===== src/rtl/rbt_pkg.sv =====
package rbt_pkg;

    typedef enum logic {
        DIR_RD = 1'b0,
        DIR_WR = 1'b1
    } dir_e;

    // Service time of one request: base cost by row-buffer outcome plus
    // the bus direction-change stall when one applies.
    function automatic int unsigned svc_cycles(
        input logic        is_hit,
        input logic        turn,
        input int unsigned hit_c,
        input int unsigned miss_c,
        input int unsigned turn_c
    );
        int unsigned base;
        base = is_hit ? hit_c : miss_c;
        return turn ? base + turn_c : base;
    endfunction

endpackage


===== src/rtl/rbt_turn.sv =====
module rbt_turn
    import rbt_pkg::*;
(
    input  logic clk,
    input  logic rst,
    input  logic take,
    input  dir_e dir_in,
    output logic penalty
);
    logic have_q;
    dir_e last_q;

    assign penalty = have_q && (dir_in != last_q);

    always_ff @(posedge clk) begin
        if (rst) begin
            have_q <= 1'b0;
            last_q <= DIR_RD;
        end else if (take) begin
            have_q <= 1'b1;
            last_q <= dir_in;
        end
    end


    same_dir_no_stall_chk: assert property (@(posedge clk) disable iff (rst)
        take ##1 (take && dir_in == $past(dir_in)) |-> !penalty);

endmodule


===== src/rtl/rbt_bank.sv =====
module rbt_bank #(
    parameter int ROW_W = 12,
    parameter int LAT_W = 4,
    parameter int CNT_W = 16
) (
    input  logic             clk,
    input  logic             rst,
    input  logic             take,
    input  logic [ROW_W-1:0] row,
    input  logic [LAT_W-1:0] lat,
    input  logic             clr,
    output logic             hit,
    output logic             ready,
    output logic [CNT_W-1:0] hits,
    output logic [CNT_W-1:0] misses
);
    localparam logic [CNT_W-1:0] CNT_MAX = {CNT_W{1'b1}};

    typedef struct packed {
        logic             vld;
        logic [ROW_W-1:0] row;
    } open_t;

    open_t            open_q;
    logic [LAT_W-1:0] busy_q;
    logic [CNT_W-1:0] hit_q;
    logic [CNT_W-1:0] miss_q;

    assign hit    = open_q.vld && (open_q.row == row);
    assign ready  = (busy_q == '0);
    assign hits   = hit_q;
    assign misses = miss_q;

    always_ff @(posedge clk) begin
        if (rst) begin
            open_q <= '0;
            busy_q <= '0;
        end else if (take) begin
            open_q.vld <= 1'b1;
            open_q.row <= row;
            busy_q     <= lat;
        end else if (busy_q != '0) begin
            busy_q <= busy_q - LAT_W'(1);
        end
    end

    always_ff @(posedge clk) begin
        if (rst || clr) begin
            hit_q  <= '0;
            miss_q <= '0;
        end else if (take) begin
            if (hit) begin
                if (hit_q != CNT_MAX) hit_q <= hit_q + CNT_W'(1);
            end else begin
                if (miss_q != CNT_MAX) miss_q <= miss_q + CNT_W'(1);
            end
        end
    end


    take_only_when_ready_chk: assert property (@(posedge clk) disable iff (rst)
        take |-> ready);


    busy_after_take_chk: assert property (@(posedge clk) disable iff (rst)
        take |=> !ready);


    idle_stays_ready_chk: assert property (@(posedge clk) disable iff (rst)
        ready && !take |=> ready);


    clear_zeroes_chk: assert property (@(posedge clk) disable iff (rst)
        clr |=> (hits == '0) && (misses == '0));


    count_no_wrap_chk: assert property (@(posedge clk) disable iff (rst)
        !clr && $past(!rst) |=> (hits >= $past(hits)) && (misses >= $past(misses)));

endmodule


===== src/rtl/rbt_tracker.sv =====
module rbt_tracker
    import rbt_pkg::*;
#(
    parameter int NUM_BANKS = 4,
    parameter int ROW_W     = 12,
    parameter int HIT_CYC   = 3,
    parameter int MISS_CYC  = 9,
    parameter int TURN_CYC  = 2,
    parameter int CNT_W     = 16,
    localparam int BANK_W   = $clog2(NUM_BANKS),
    localparam int LAT_W    = $clog2(MISS_CYC + TURN_CYC + 1)
) (
    input  logic                 clk,
    input  logic                 rst,
    input  logic                 req_valid,
    input  logic [BANK_W-1:0]    req_bank,
    input  logic [ROW_W-1:0]     req_row,
    input  logic                 req_write,
    output logic                 req_accept,
    output logic                 rsp_valid,
    output logic                 rsp_hit,
    output logic [LAT_W-1:0]     rsp_cycles,
    output logic [NUM_BANKS-1:0] bank_ready,
    input  logic [BANK_W-1:0]    cnt_sel,
    output logic [CNT_W-1:0]     cnt_hits,
    output logic [CNT_W-1:0]     cnt_misses,
    input  logic                 cnt_clear
);
    logic [NUM_BANKS-1:0] take_vec;
    logic [NUM_BANKS-1:0] clr_vec;
    logic [NUM_BANKS-1:0] hit_vec;
    logic [CNT_W-1:0]     hits_arr   [NUM_BANKS];
    logic [CNT_W-1:0]     misses_arr [NUM_BANKS];
    logic                 sel_hit;
    logic                 turn_pen;
    logic [LAT_W-1:0]     lat;

    assign req_accept = req_valid && bank_ready[req_bank];
    assign sel_hit    = hit_vec[req_bank];
    assign lat        = LAT_W'(svc_cycles(sel_hit, turn_pen, HIT_CYC, MISS_CYC, TURN_CYC));
    assign cnt_hits   = hits_arr[cnt_sel];
    assign cnt_misses = misses_arr[cnt_sel];

    rbt_turn u_turn (
        .clk     (clk),
        .rst     (rst),
        .take    (req_accept),
        .dir_in  (dir_e'(req_write)),
        .penalty (turn_pen)
    );

    for (genvar b = 0; b < NUM_BANKS; b++) begin : g_bank
        assign take_vec[b] = req_accept && (req_bank == BANK_W'(b));
        assign clr_vec[b]  = cnt_clear && (cnt_sel == BANK_W'(b));

        rbt_bank #(
            .ROW_W (ROW_W),
            .LAT_W (LAT_W),
            .CNT_W (CNT_W)
        ) u_bank (
            .clk    (clk),
            .rst    (rst),
            .take   (take_vec[b]),
            .row    (req_row),
            .lat    (lat),
            .clr    (clr_vec[b]),
            .hit    (hit_vec[b]),
            .ready  (bank_ready[b]),
            .hits   (hits_arr[b]),
            .misses (misses_arr[b])
        );
    end

    always_ff @(posedge clk) begin
        if (rst) begin
            rsp_valid  <= 1'b0;
            rsp_hit    <= 1'b0;
            rsp_cycles <= '0;
        end else begin
            rsp_valid <= req_accept;
            if (req_accept) begin
                rsp_hit    <= sel_hit;
                rsp_cycles <= lat;
            end
        end
    end

    initial begin
        param_order_chk: assert (HIT_CYC > 0 && MISS_CYC > HIT_CYC && NUM_BANKS == (1 << BANK_W));
    end


    rsp_follows_accept_chk: assert property (@(posedge clk) disable iff (rst)
        req_accept |=> rsp_valid);


    no_rsp_without_accept_chk: assert property (@(posedge clk) disable iff (rst)
        !req_accept |=> !rsp_valid);


    hit_latency_chk: assert property (@(posedge clk) disable iff (rst)
        rsp_valid && rsp_hit |->
            (rsp_cycles == LAT_W'(HIT_CYC)) || (rsp_cycles == LAT_W'(HIT_CYC + TURN_CYC)));


    miss_latency_chk: assert property (@(posedge clk) disable iff (rst)
        rsp_valid && !rsp_hit |->
            (rsp_cycles == LAT_W'(MISS_CYC)) || (rsp_cycles == LAT_W'(MISS_CYC + TURN_CYC)));


    busy_bank_blocks_chk: assert property (@(posedge clk) disable iff (rst)
        req_valid && !bank_ready[req_bank] |-> !req_accept);

endmodule


===== config.mk =====
export PLATFORM = sky130hd
export DESIGN_NAME = rbt_tracker
export DESIGN_NICKNAME = d
export VERILOG_FILES = /design/src/rtl/rbt_pkg.sv /design/src/rtl/rbt_turn.sv /design/src/rtl/rbt_bank.sv /design/src/rtl/rbt_tracker.sv
export SDC_FILE = /design/constraint.sdc
export NUM_CORES = 1
export LEC_CHECK = 0
export BUFFER_PORTS_ARGS = -buffer_cell sky130_fd_sc_hd__buf_2
export CAP_MARGIN = 20
export CORE_MARGIN = 2
export CORE_UTILIZATION = 55
export CTS_CLUSTER_SIZE = 8
export DETAILED_ROUTE_END_ITERATION = 10
export GPL_TIMING_DRIVEN = 0
export PLACE_DENSITY = 0.76
export SLEW_MARGIN = 20
export SYNTH_ARGS = -nofsm -noshare
export SYNTH_HDL_FRONTEND = slang
export SYNTH_SLANG_ARGS = --single-unit

===== constraint.sdc =====
create_clock -name clk -period 2.7 [get_ports clk]
set_input_delay 0.135 -clock clk [delete_from_list [all_inputs] [get_ports clk]]
set_output_delay 0.135 -clock clk [all_outputs]
set_load 0.1 [all_outputs]

==> metrics.md, run 1 <==
| Metric | Value |
|---|---|
| Routed vias | 10.2k |
| Post-Route Utilization | 0.642 |
| Share of the clock period used by the worst path | 1.00 |
| Placed cells | 1593 |
| Setup repair after global routing missed its margin | yes |
| Number of hold violations in the final report | 0 |
| Post-synthesis cell area | 0.0108 mm² |
| Startpoint type of the worst setup path | primary input |
| Final slew viol count | 0 |
| WS Path Type | primary input to flop |
| Core Footprint | 0.0193 mm² |
| Proportion of synthesized chip area in sequential cells | 0.378 |
| Met3 routing resource usage after global routing | 0.0420 |
| Number of buffers inserted during clock tree synthesis | 29 |
| Initial core utilization | 0.556 |
| EDFF count, synth | 0 |
| Run status | complete, but fails checks |
| Largest net degree at the start of global routing | 15 |
| Half-perimeter wire length of the detailed placement result | 22.7 mm |
| Ports placed on the boundary | 64 |
| Worst IR Drop VDD | 0.672 mV |
| Commonest cells after routing, fill and taps aside | dfxtp_1, nand2_1, a21oi_1 |
| Maxcap violations | 0 |
| Post-synthesis average cell area | 8.40 µm² |
| Busiest layer in global routing | met2 |
| Total wire length | 31.2 mm |
| Minimum period implied by the final worst setup slack | 2.71 ns |
| Wire length of the first global-routing pass | 48.3 mm |
| Worst Setup End Kind | flop |
| Layout cell share with drive strength beyond 1 | 0.134 |
| Endpoints failing setup | 2 |
| Die Outline Area | 0.0207 mm² |
| Detailed Routing Iterations Pass 1 | 6 |
| Count of antenna-violating nets left after detailed routing | 0 |
| Floorplan die height | 144 µm |
| Met1 Use GR | 0.420 |
| Average routed wire per standard cell | 18.9 µm |
| Global-route usage over all layers | 0.296 |
| Worst Tran Pin Value | 0.766 ns |
| Clock root buffer master | clkbuf_16 |
| Hold Path Depth | 4 |
| Number of buffers between clock root and the deepest sink | 3 |
| Antenna violations before repair | 1 |
| Number of vias per cell after detailed routing | 6.21 |
| Number of nets in the finished design | 1417 |
| Post-layout worst setup margin | -0.00962 ns |
| DRC Markers | 0 |
| Mapped Cells | 1280 |
| Routability Congestion | 0.947 |
| Unique masters post-synth | 55 |
| Endpoint arrival time on the critical path | 3.19 ns |
| Num rows | 51 |
| Met2 usage | 0.453 |
| Critical path peak fanout | 8 |
| Worst r2r path cells | 6 |
| Clock tree from TritonCTS | built |
| Max-Slew Margin vs Limit | 0.489 |
| Most frequent standard cell in the layout excluding fill and tap cells | dfxtp_1 |
| Max Clk Rate | 0.369 GHz |
| Total gr overflow | 0 |
| Latest clock arrival within the worst-skew pair | 0.54 ns |
| Seq cells post-synth | 203 |
| Area grow syn2layout | 15.3% |
| Count of buffers inserted at the top-level ports | 48 |
| Ys flop type | dfxtp_1 |
| Number of sinks driven by the clock tree | 203 |
| Count of yosys warnings during synthesis | 0 |
| Max Clock Skew | 0.0159 ns |
| Synthesized net count | 1317 |
| Leakage Power | 4.38 nW |
| Horizontal extent of the die | 144 µm |
| Async set or reset register ratio after synthesis | 0 |
| First DRT Iteration DRCs | 1216 |
| Clock transition time at the flip-flop clock pins of the worst setup and hold paths | 0.05 ns |
| Vias in the first global route | 9287 |
| Power per cell area | 712 mW/mm² |
| Post-Layout Cell Count | 1646 |
| Required time at the worst-slack endpoint | 3.18 ns |
| Hold crit path type | primary input to flop |
| Violations in the final reports | setup timing |
| CTS H-tree depth | 1 |
critical path, cell delays in order:
cell and delay [ns]:
dlygate4sd3_1 0.56, buf_4 0.20, xor2_1 0.19, or4b_2 0.68, nor4_1 0.25, a32oi_1 0.24
o2bb2ai_1 0.64, a31o_2 0.27
worst paths after layout:
| path | slack (ns) | startpoint | end |
|---|---|---|---|
| worst max register to register | 0.06 | g_bank[3].u_bank.open_q[9] | g_bank[1].u_bank.busy_q[2] |
| worst min-delay path | 0.06 | cnt_clear | g_bank[2].u_bank.misses[14] |
| worst min register to register | 0.47 | g_bank[1].u_bank.open_q[9] | g_bank[1].u_bank.open_q[9] |
| worst max-delay path | -0.01 | req_row[5] | g_bank[1].u_bank.busy_q[2] |
routing by layer:
layer	vias to the layer above	routed length, µm	share of wire
met1	4851	13600	0.44
met5	-	0	0
li1	4821	-	-
met4	0	1300	0.042
met3	107	2500	0.080
met2	449	13800	0.44
through the flow:
stage	hold slack [ns]	setup TNS (ns)	setup WS [ns]	area, µm²	power, mW
2_1_floorplan	0.275	0	0.134	10800	5.13
3_3_place_gp	0.412	-2.26	-0.248	11300	5.47
3_5_place_dp	0.426	-3.17	-0.257	11300	5.51
4_1_cts	0.0505	0	0.0121	12300	8.70
5_1_grt	0.0655	-0.0354	-0.00949	12400	9.17
6_report	0.0646	-0.0107	-0.00962	12400	8.83
Yosys cell counts, types with 28 or more instances:
cell type  instances  area share
dfxtp_1          203        0.38
nand2_1          169       0.059
a21oi_1          134       0.062
nor2_1            89       0.031
xor2_1            72       0.059
or3_1             61       0.035
o21ai_0           55       0.026
nand3_1           54       0.025
clkbuf_1          52       0.018
nand4_1           52       0.030
mux4_2            32       0.067
inv_1             28      0.0098
what timing repair did:
item,in CTS,in global routing
pin swaps,1,9
setup buffers,2,10
hold buffers,13,0
resized for setup,12,21
hold endpoints to repair,49,0
endpoints found under the setup margin,36,53
sequential cells by signal, indices dropped and copies added (netlist names):
| signal | flops |
|---|---|
| g_bank.u_bank.busy_q | 16 |
| g_bank.u_bank.hits | 64 |
| g_bank.u_bank.misses | 64 |
| g_bank.u_bank.open_q | 52 |
| rsp_cycles | 4 |
| rsp_hit | 1 |
| rsp_valid | 1 |
| u_turn.last_q | 1 |
cells by family after synthesis:
| group | synth area share |
|---|---|
| DFF | 0.378 |
| AOI/OAI and AO/OA | 0.125 |
| buffers and inverters | 0.0422 |
| muxes | 0.0828 |
| xor gates and xnor gates | 0.0798 |
| adders and majority gates | 0.0186 |
| and+or+nand+nor | 0.274 |
layout make-up:
class	count	area [µm²]
flip-flops and latches	203	4060
well taps	265	332
multi-input cells	971	6340
diodes	1	2.50
clock buffers	29	726
fillers	1592	6930
repair buffers	73	463
inverters	28	105
plain buffers	74	352
clock inverters	2	16.3
where the power goes:
group	total, mW	internal [mW]	leakage (nW)	switching, mW
combinational	2.35	0.820	2.38	1.53
clock	3.13	1.87	0.362	1.26
sequential	3.36	3.20	1.64	0.159
total	8.83	5.89	4.38	2.95
No activity file was read; power rests on OpenSTA's default activity.
==> run 2: changes to the inputs <==
- MAX_ROUTING_LAYER: not set -> met4
- SKIP_LAST_GASP: not set -> 1
==> metrics.md, run 2 (synthesized netlist as in run 1, its figures left out) <==
| Metric | Value |
|---|---|
| Average routed wire per standard cell | 18.7 µm (-1.2%) |
| Run status | complete, but fails checks |
| Violations in the final reports | setup timing |
| DRC Markers | 0 (unchanged) |
| Leakage Power | 4.41 nW (+0.59%) |
| Clock transition time at the flip-flop clock pins of the worst setup and hold paths | 0.05 ns (about the same) |
| Commonest cells after routing, fill and taps aside | dfxtp_1, nand2_1, a21oi_1 |
| Critical path peak fanout | 8 (unchanged) |
| Num rows | 51 (unchanged) |
| Internal | 5.92 mW (+0.48%) |
| Wire length of the first global-routing pass | 47.4 mm (-1.7%) |
| CP bufs+invs | 2 (unchanged) |
| Minimum period implied by the final worst setup slack | 2.71 ns (-0.00132 ns) |
| Post-Route Utilization | 0.644 (+0.00220) |
| WS Path Type | primary input to flop |
| Number of buffers between clock root and the deepest sink | 3 (unchanged) |
| Sum Neg Setup Slack | -0.00830 ns (+0.00242 ns) |
| First DRT Iteration DRCs | 1168 (-3.9%) |
| CTS H-tree depth | 1 (unchanged) |
| Worst r2r path cells | 9 (+3) |
| Post-Place Worst Slack | -0.271 ns (-0.0141 ns) |
| Switching Power | 2.94 mW (-0.17%) |
| Count of antenna-violating nets left after detailed routing | 0 (unchanged) |
| Power per cell area | 712 mW/mm² (about the same) |
| Final slew viol count | 0 (unchanged) |
| Clock tree from TritonCTS | built |
| Most frequent standard cell in the layout excluding fill and tap cells | dfxtp_1 |
| Antenna violations before repair | 0 (-1) |
| Number of logic stages on the critical path including buffering | 8 (unchanged) |
| Layout cell share with drive strength beyond 1 | 0.138 (+0.00375) |
| Vias in the first global route | 8934 (-3.8%) |
| Endpoint of the lowest-slack register-to-register path | g_bank[0].u_bank.misses[9] |
| Number of fillers in the final layout | 1588 (-0.25%) |
| Routability Congestion | 0.958 (+1.2%) |
| Floorplan die height | 144 µm (unchanged) |
| Share of power burned in combinational logic | 0.271 (+0.005) |
| Diodes inserted | 0 (-1) |
| Largest net degree at the start of global routing | 14 (-1) |
| Half-perimeter wire length of the detailed placement result | 22.3 mm (-1.4%) |
| Hold crit path type | primary input to flop |
| Count of buffers inserted at the top-level ports | 48 (unchanged) |
| Capture point of the worst path | g_bank[1].u_bank.busy_q[2] |
| Portion of total power attributed to sequential cells | 0.379 (about the same) |
| Startpoint type of the worst setup path | primary input |
| Share of the clock period used by the worst path | 1.00 (about the same) |
| Detailed Routing Iterations Pass 1 | 6 (unchanged) |
| Share of total power consumed by net switching | 0.332 (-0.00142) |
| Endpoint arrival time on the critical path | 3.18 ns (about the same) |
| Horizontal extent of the die | 144 µm (unchanged) |
| Number of hold violations in the final report | 0 (unchanged) |
| Overall power after layout | 8.86 mW (+0.26%) |
| Cell-by-cell listing of the critical path | dlygate4sd3_1 -> buf_2 -> xor2_1 -> or4b_2 -> nor4_1 -> a32oi_1 -> o2bb2ai_1 -> a31o_2 |
| Register-to-register path setup slack | 0.07 ns (about the same) |
| Worst IR Drop VDD | 0.715 mV (+6.4%) |
| Post-layout worst setup margin | -0.00830 ns (+0.00132 ns) |
| Clock network fraction of total power | 0.349 (-0.005) |
| Area grow syn2layout | 15.7% |
| Max-Slew Margin vs Limit | 0.477 (-0.0120) |
| Number of buffers inserted during clock tree synthesis | 29 (unchanged) |
| Clock root buffer master | clkbuf_16 |
| Maxcap violations | 0 (unchanged) |
| Total wire length | 30.9 mm (-0.91%) |
| Endpoints failing setup | 1 (-1) |
| Worst Tran Pin Value | 0.776 ns (+0.00977 ns) |
| Max Clk Rate | 0.369 GHz (about the same) |
| Latest clock arrival within the worst-skew pair | 0.53 ns (about the same) |
| Routed vias | 10.4k (+1.3%) |
| Required time at the worst-slack endpoint | 3.17 ns (about the same) |
| Family of cells with the greatest summed delay on the critical path | compound AO/OA/AOI/OAI gates |
| Cell with the biggest individual delay on the critical path | or4b_2 |
| Number of vias per cell after detailed routing | 6.27 (+0.96%) |
| Worst Setup End Kind | flop |
| Ports placed on the boundary | 64 (unchanged) |
| Launching element of the worst setup path | req_row[1] |
| Number of sinks driven by the clock tree | 203 (unchanged) |
| Max Clock Skew | 0.0133 ns (-0.00257 ns) |
| Total gr overflow | 0 (unchanged) |
| Max stage delay on crit path | 0.65 ns (-0.03 ns) |
| Die Outline Area | 0.0207 mm² (unchanged) |
| Global-route usage over all layers | 0.300 (+0.00333) |
| Critical register-to-register path startpoint | g_bank[0].u_bank.busy_q[1] |
| Initial core utilization | 0.556 (unchanged) |
| Core Footprint | 0.0193 mm² (unchanged) |
| Number of nets in the finished design | 1424 (+0.49%) |
run 2: worst min-delay path by stage:
stage	start	to	slack, ns	depth (start not counted)
3_5_place_dp	req_row[7]	g_bank[2].u_bank.open_q[7]	0.43	3
5_1_grt	rst	g_bank[3].u_bank.misses[11]	0.09	4
3_3_place_gp	req_write	u_turn.last_q	0.41	3
6_report	rst	g_bank[3].u_bank.misses[11]	0.06	4
2_1_floorplan	req_write	u_turn.last_q	0.28	2
4_1_cts	rst	g_bank[3].u_bank.misses[11]	0.04	4
run 2: what timing repair did:
action / in CTS / in global routing
hold endpoints to repair: 48 / 0
hold buffers: 13 / 0
pin swaps: 1 / 10
endpoints found under the setup margin: 43 / 82
resized for setup: 11 / 22
buffers inserted: 2 / 17
run 2: power groups by stage:
stage | clock (mW) | combinational, mW | sequential [mW]
after global placement | 0 | 2.08 | 3.39
final | 3.09 | 2.40 | 3.36
after detailed placement | 0 | 2.11 | 3.39
after global routing | 3.24 | 2.58 | 3.37
after floorplan | 0 | 1.66 | 3.47
after CTS | 3.14 | 2.19 | 3.35
run 2: final cells by class:
| cell class | count | area [µm²] | area share |
|---|---|---|---|
| multi-input combinational | 971 | 6340 | 0.510 |
| sequential | 203 | 4070 | 0.327 |
| clock buffer | 29 | 726 | 0.0583 |
| timing repair buffer | 80 | 515 | 0.0414 |
| buffer | 74 | 352 | 0.0282 |
| tap | 265 | 332 | 0.0266 |
| inverter | 28 | 105 | 0.00844 |
| clock inverter | 1 | 7.51 | 0.000603 |
run 2: worst register-to-register path, stage by stage, from the launching register on:
cell,delay [ns]
dfxtp_2,0.33
inv_2,0.06
ha_2,0.16
or3b_4,0.39
or3_4,0.34
buf_6,0.15
or3_4,0.37
buf_6,0.14
or4_1,0.48
a21oi_2,0.14
run 2: per-stage QoR:
step	area (µm²)	cells	hold WS [ns]
final	12400	1651	0.0643
after global routing	12400	1651	0.0871
after CTS	12300	1637	0.0353
after detailed placement	11300	1593	0.428
after global placement	11300	1593	0.412
after floorplan	10800	1280	0.275
run 2: per-layer routing:
| metal | part of all wire | vias to the layer above | wire length [µm] | track usage |
|---|---|---|---|---|
| met5 | 0 | - | 0 | - |
| met4 | 0.030 | 0 | 913 | 0.0939 |
| met3 | 0.084 | 62 | 2590 | 0.0377 |
| met2 | 0.45 | 480 | 13800 | 0.444 |
| met1 | 0.44 | 4983 | 13600 | 0.429 |
| li1 | - | 4833 | - | - |
==> run 3: changes to the inputs <==
- CTS_CLUSTER_DIAMETER: not set -> 60
- TNS_END_PERCENT: not set -> 20
==> metrics.md, run 3 (synthesized netlist as in run 1, its figures left out) <==
| Metric | Value |
|---|---|
| Placed cells | 1593 (unchanged) |
| Power per cell area | 715 mW/mm² (+0.46%) |
| Number of nets in the finished design | 1421 (-0.21%) |
| Count of buffers inserted at the top-level ports | 48 (unchanged) |
| Number of vias per cell after detailed routing | 6.30 (+0.43%) |
| Share of total power consumed by net switching | 0.333 (+0.00105) |
| Final design area excluding fillers | 0.0124 mm² (about the same) |
| Num rows | 51 (unchanged) |
| Post-Layout Cell Count | 1648 (-0.18%) |
| Portion of total power attributed to sequential cells | 0.378 (about the same) |
| Worst Tran Pin Value | 0.761 ns (-0.0148 ns) |
| Max Clk Rate | 0.379 GHz (+2.6%) |
| Latest clock arrival within the worst-skew pair | 0.53 ns (about the same) |
| Required time at the worst-slack endpoint | 3.15 ns (-0.02 ns) |
| Total wire length | 31.8 mm (+3.1%) |
| Share of power burned in combinational logic | 0.273 (+0.002) |
| Setup repair after global routing missed its margin | yes |
| Cell-by-cell listing of the critical path | dlygate4sd3_1 -> buf_2 -> xor2_1 -> nor4_1 -> and4_1 -> clkbuf_1 -> nand4_1 -> or3_1 -> a21oi_1 |
| Internal | 5.93 mW (+0.25%) |
| Worst Setup End Kind | flop |
| Max stage delay on crit path | 0.53 ns (-0.12 ns) |
| Ports placed on the boundary | 64 (unchanged) |
| Routed vias | 10.4k (+0.25%) |
| Critical register-to-register path startpoint | g_bank[0].u_bank.busy_q[0] |
| Clock transition time at the flip-flop clock pins of the worst setup and hold paths | 0.05 ns (about the same) |
| Run status | finished clean |
| Half-perimeter wire length of the detailed placement result | 22.3 mm (unchanged) |
| Endpoints failing setup | 0 (-1) |
| Worst IR Drop VDD | 0.698 mV (-2.4%) |
| Number of sinks driven by the clock tree | 203 (unchanged) |
| Number of buffers inserted during clock tree synthesis | 29 (unchanged) |
| Max-Slew Margin vs Limit | 0.487 (+0.00994) |
| Max Clock Skew | 0.0148 ns (+0.00153 ns) |
| Vias in the first global route | 9063 (+1.4%) |
| Antenna violations before repair | 0 (unchanged) |
| Share of the clock period used by the worst path | 0.978 (-0.0250) |
| Average routed wire per standard cell | 19.3 µm (+3.3%) |
| CP bufs+invs | 3 (+1) |
| Endpoint arrival time on the critical path | 3.09 ns (-0.09 ns) |
| Count of antenna-violating nets left after detailed routing | 0 (unchanged) |
| Total gr overflow | 0 (unchanged) |
| Overall power after layout | 8.89 mW (+0.41%) |
| Core Footprint | 0.0193 mm² (unchanged) |
| Maxcap violations | 0 (unchanged) |
| Startpoint of the most critical hold path | req_row[10] |
| Horizontal extent of the die | 144 µm (unchanged) |
| Critical path peak fanout | 9 (+1) |
| Sum Neg Setup Slack | 0 ns (+0.00830 ns) |
| Standard cell area after detailed placement | 0.0113 mm² (unchanged) |
| Launching element of the worst setup path | req_row[6] |
| Layout cell share with drive strength beyond 1 | 0.136 (-0.00187) |
| Clock root buffer master | clkbuf_16 |
| Number of hold violations in the final report | 0 (unchanged) |
| Clock network fraction of total power | 0.349 (about the same) |
| Number of buffers between clock root and the deepest sink | 3 (unchanged) |
| Clock tree from TritonCTS | built |
| Final slew viol count | 0 (unchanged) |
| Initial core utilization | 0.556 (unchanged) |
| Startpoint type of the worst setup path | primary input |
| Wire length of the first global-routing pass | 48.5 mm (+2.3%) |
| Leakage Power | 4.39 nW (-0.33%) |
| Family of cells with the greatest summed delay on the critical path | simple AND/OR/NAND/NOR gates |
| CTS H-tree depth | 1 (unchanged) |
| Diodes inserted | 0 (unchanged) |
| Global-route usage over all layers | 0.309 (+0.00903) |
| First DRT Iteration DRCs | 1178 (+0.86%) |
| Floorplan die height | 144 µm (unchanged) |
| Routability Congestion | 0.958 (unchanged) |
| Detailed Routing Iterations Pass 1 | 6 (unchanged) |
| Largest net degree at the start of global routing | 14 (unchanged) |
| Commonest cells after routing, fill and taps aside | dfxtp_1, nand2_1, a21oi_1 |
| Die Outline Area | 0.0207 mm² (unchanged) |
| Cell with the biggest individual delay on the critical path | dlygate4sd3_1 |
| Most frequent standard cell in the layout excluding fill and tap cells | dfxtp_1 |
| Minimum period implied by the final worst setup slack | 2.64 ns (-0.0675 ns) |
| DRC Markers | 0 (unchanged) |
| Area grow syn2layout | 15.7% (about the same) |
| WS Path Type | primary input to flop |
| Hold crit path type | primary input to flop |
| Switching Power | 2.96 mW (+0.73%) |
-- run 3: per-layer routing --
layer  vias up  track usage  routed length, µm
met1      4976        0.446              14000
li1       4824            -                  -
met5         -            -                  0
met2       523        0.449              14200
met3        61       0.0400               2790
met4         0        0.102                925
-- run 3: path summary, 6_finish.rpt --
path / slack [ns] / depth (start not counted) / to
worst max-delay path: 0.06 / 9 / g_bank[1].u_bank.hits[12]
worst min-delay path: 0.06 / 3 / g_bank[2].u_bank.open_q[10]
worst max register to register: 0.10 / 9 / g_bank[0].u_bank.misses[9]
worst min register to register: 0.46 / 2 / g_bank[1].u_bank.open_q[10]
-- run 3: timing repair --
| item | CTS | global route |
|---|---|---|
| setup endpoints to repair | 43 | 93 |
| buffers inserted | 2 | 12 |
| hold buffers | 13 | 0 |
| pin swaps | 1 | 9 |
| resized for setup | 3 | 39 |
| hold endpoints to repair | 48 | 0 |
-- run 3: worst reg2reg max path, delay by kind of cell (launching register included) --
family,cells,cell delay [ns]
simple gates,4,1.59
buf+inv,3,0.36
flops,1,0.31
fa+ha+maj,1,0.15
compound gates,1,0.13
-- run 3: per-stage QoR --
stage | worst slack [ns] | util | hold WS (ns)
2_1_floorplan | 0.134 | - | 0.275
3_3_place_gp | -0.249 | 0.586 | 0.412
3_5_place_dp | -0.271 | 0.586 | 0.428
4_1_cts | -0.0904 | 0.633 | 0.0108
5_1_grt | -0.0828 | 0.643 | 0.0437
6_report | 0.0592 | 0.643 | 0.0587
-- run 3: layout make-up --
class	count	area, µm²
clock buffers	29	726
plain buffers	76	360
fillers	1590	6890
flip-flops and latches	203	4070
multi-input cells	971	6370
well taps	265	332
inverters	28	105
repair buffers	75	478
clock inverters	1	7.51
-- run 3: power groups by stage --
| stage | registers [mW] | clock network, mW | logic [mW] |
|---|---|---|---|
| after global routing | 3.38 | 3.24 | 2.61 |
| after floorplan | 3.47 | 0 | 1.66 |
| after global placement | 3.39 | 0 | 2.08 |
| final | 3.36 | 3.10 | 2.43 |
| after CTS | 3.35 | 3.14 | 2.17 |
| after detailed placement | 3.39 | 0 | 2.11 |
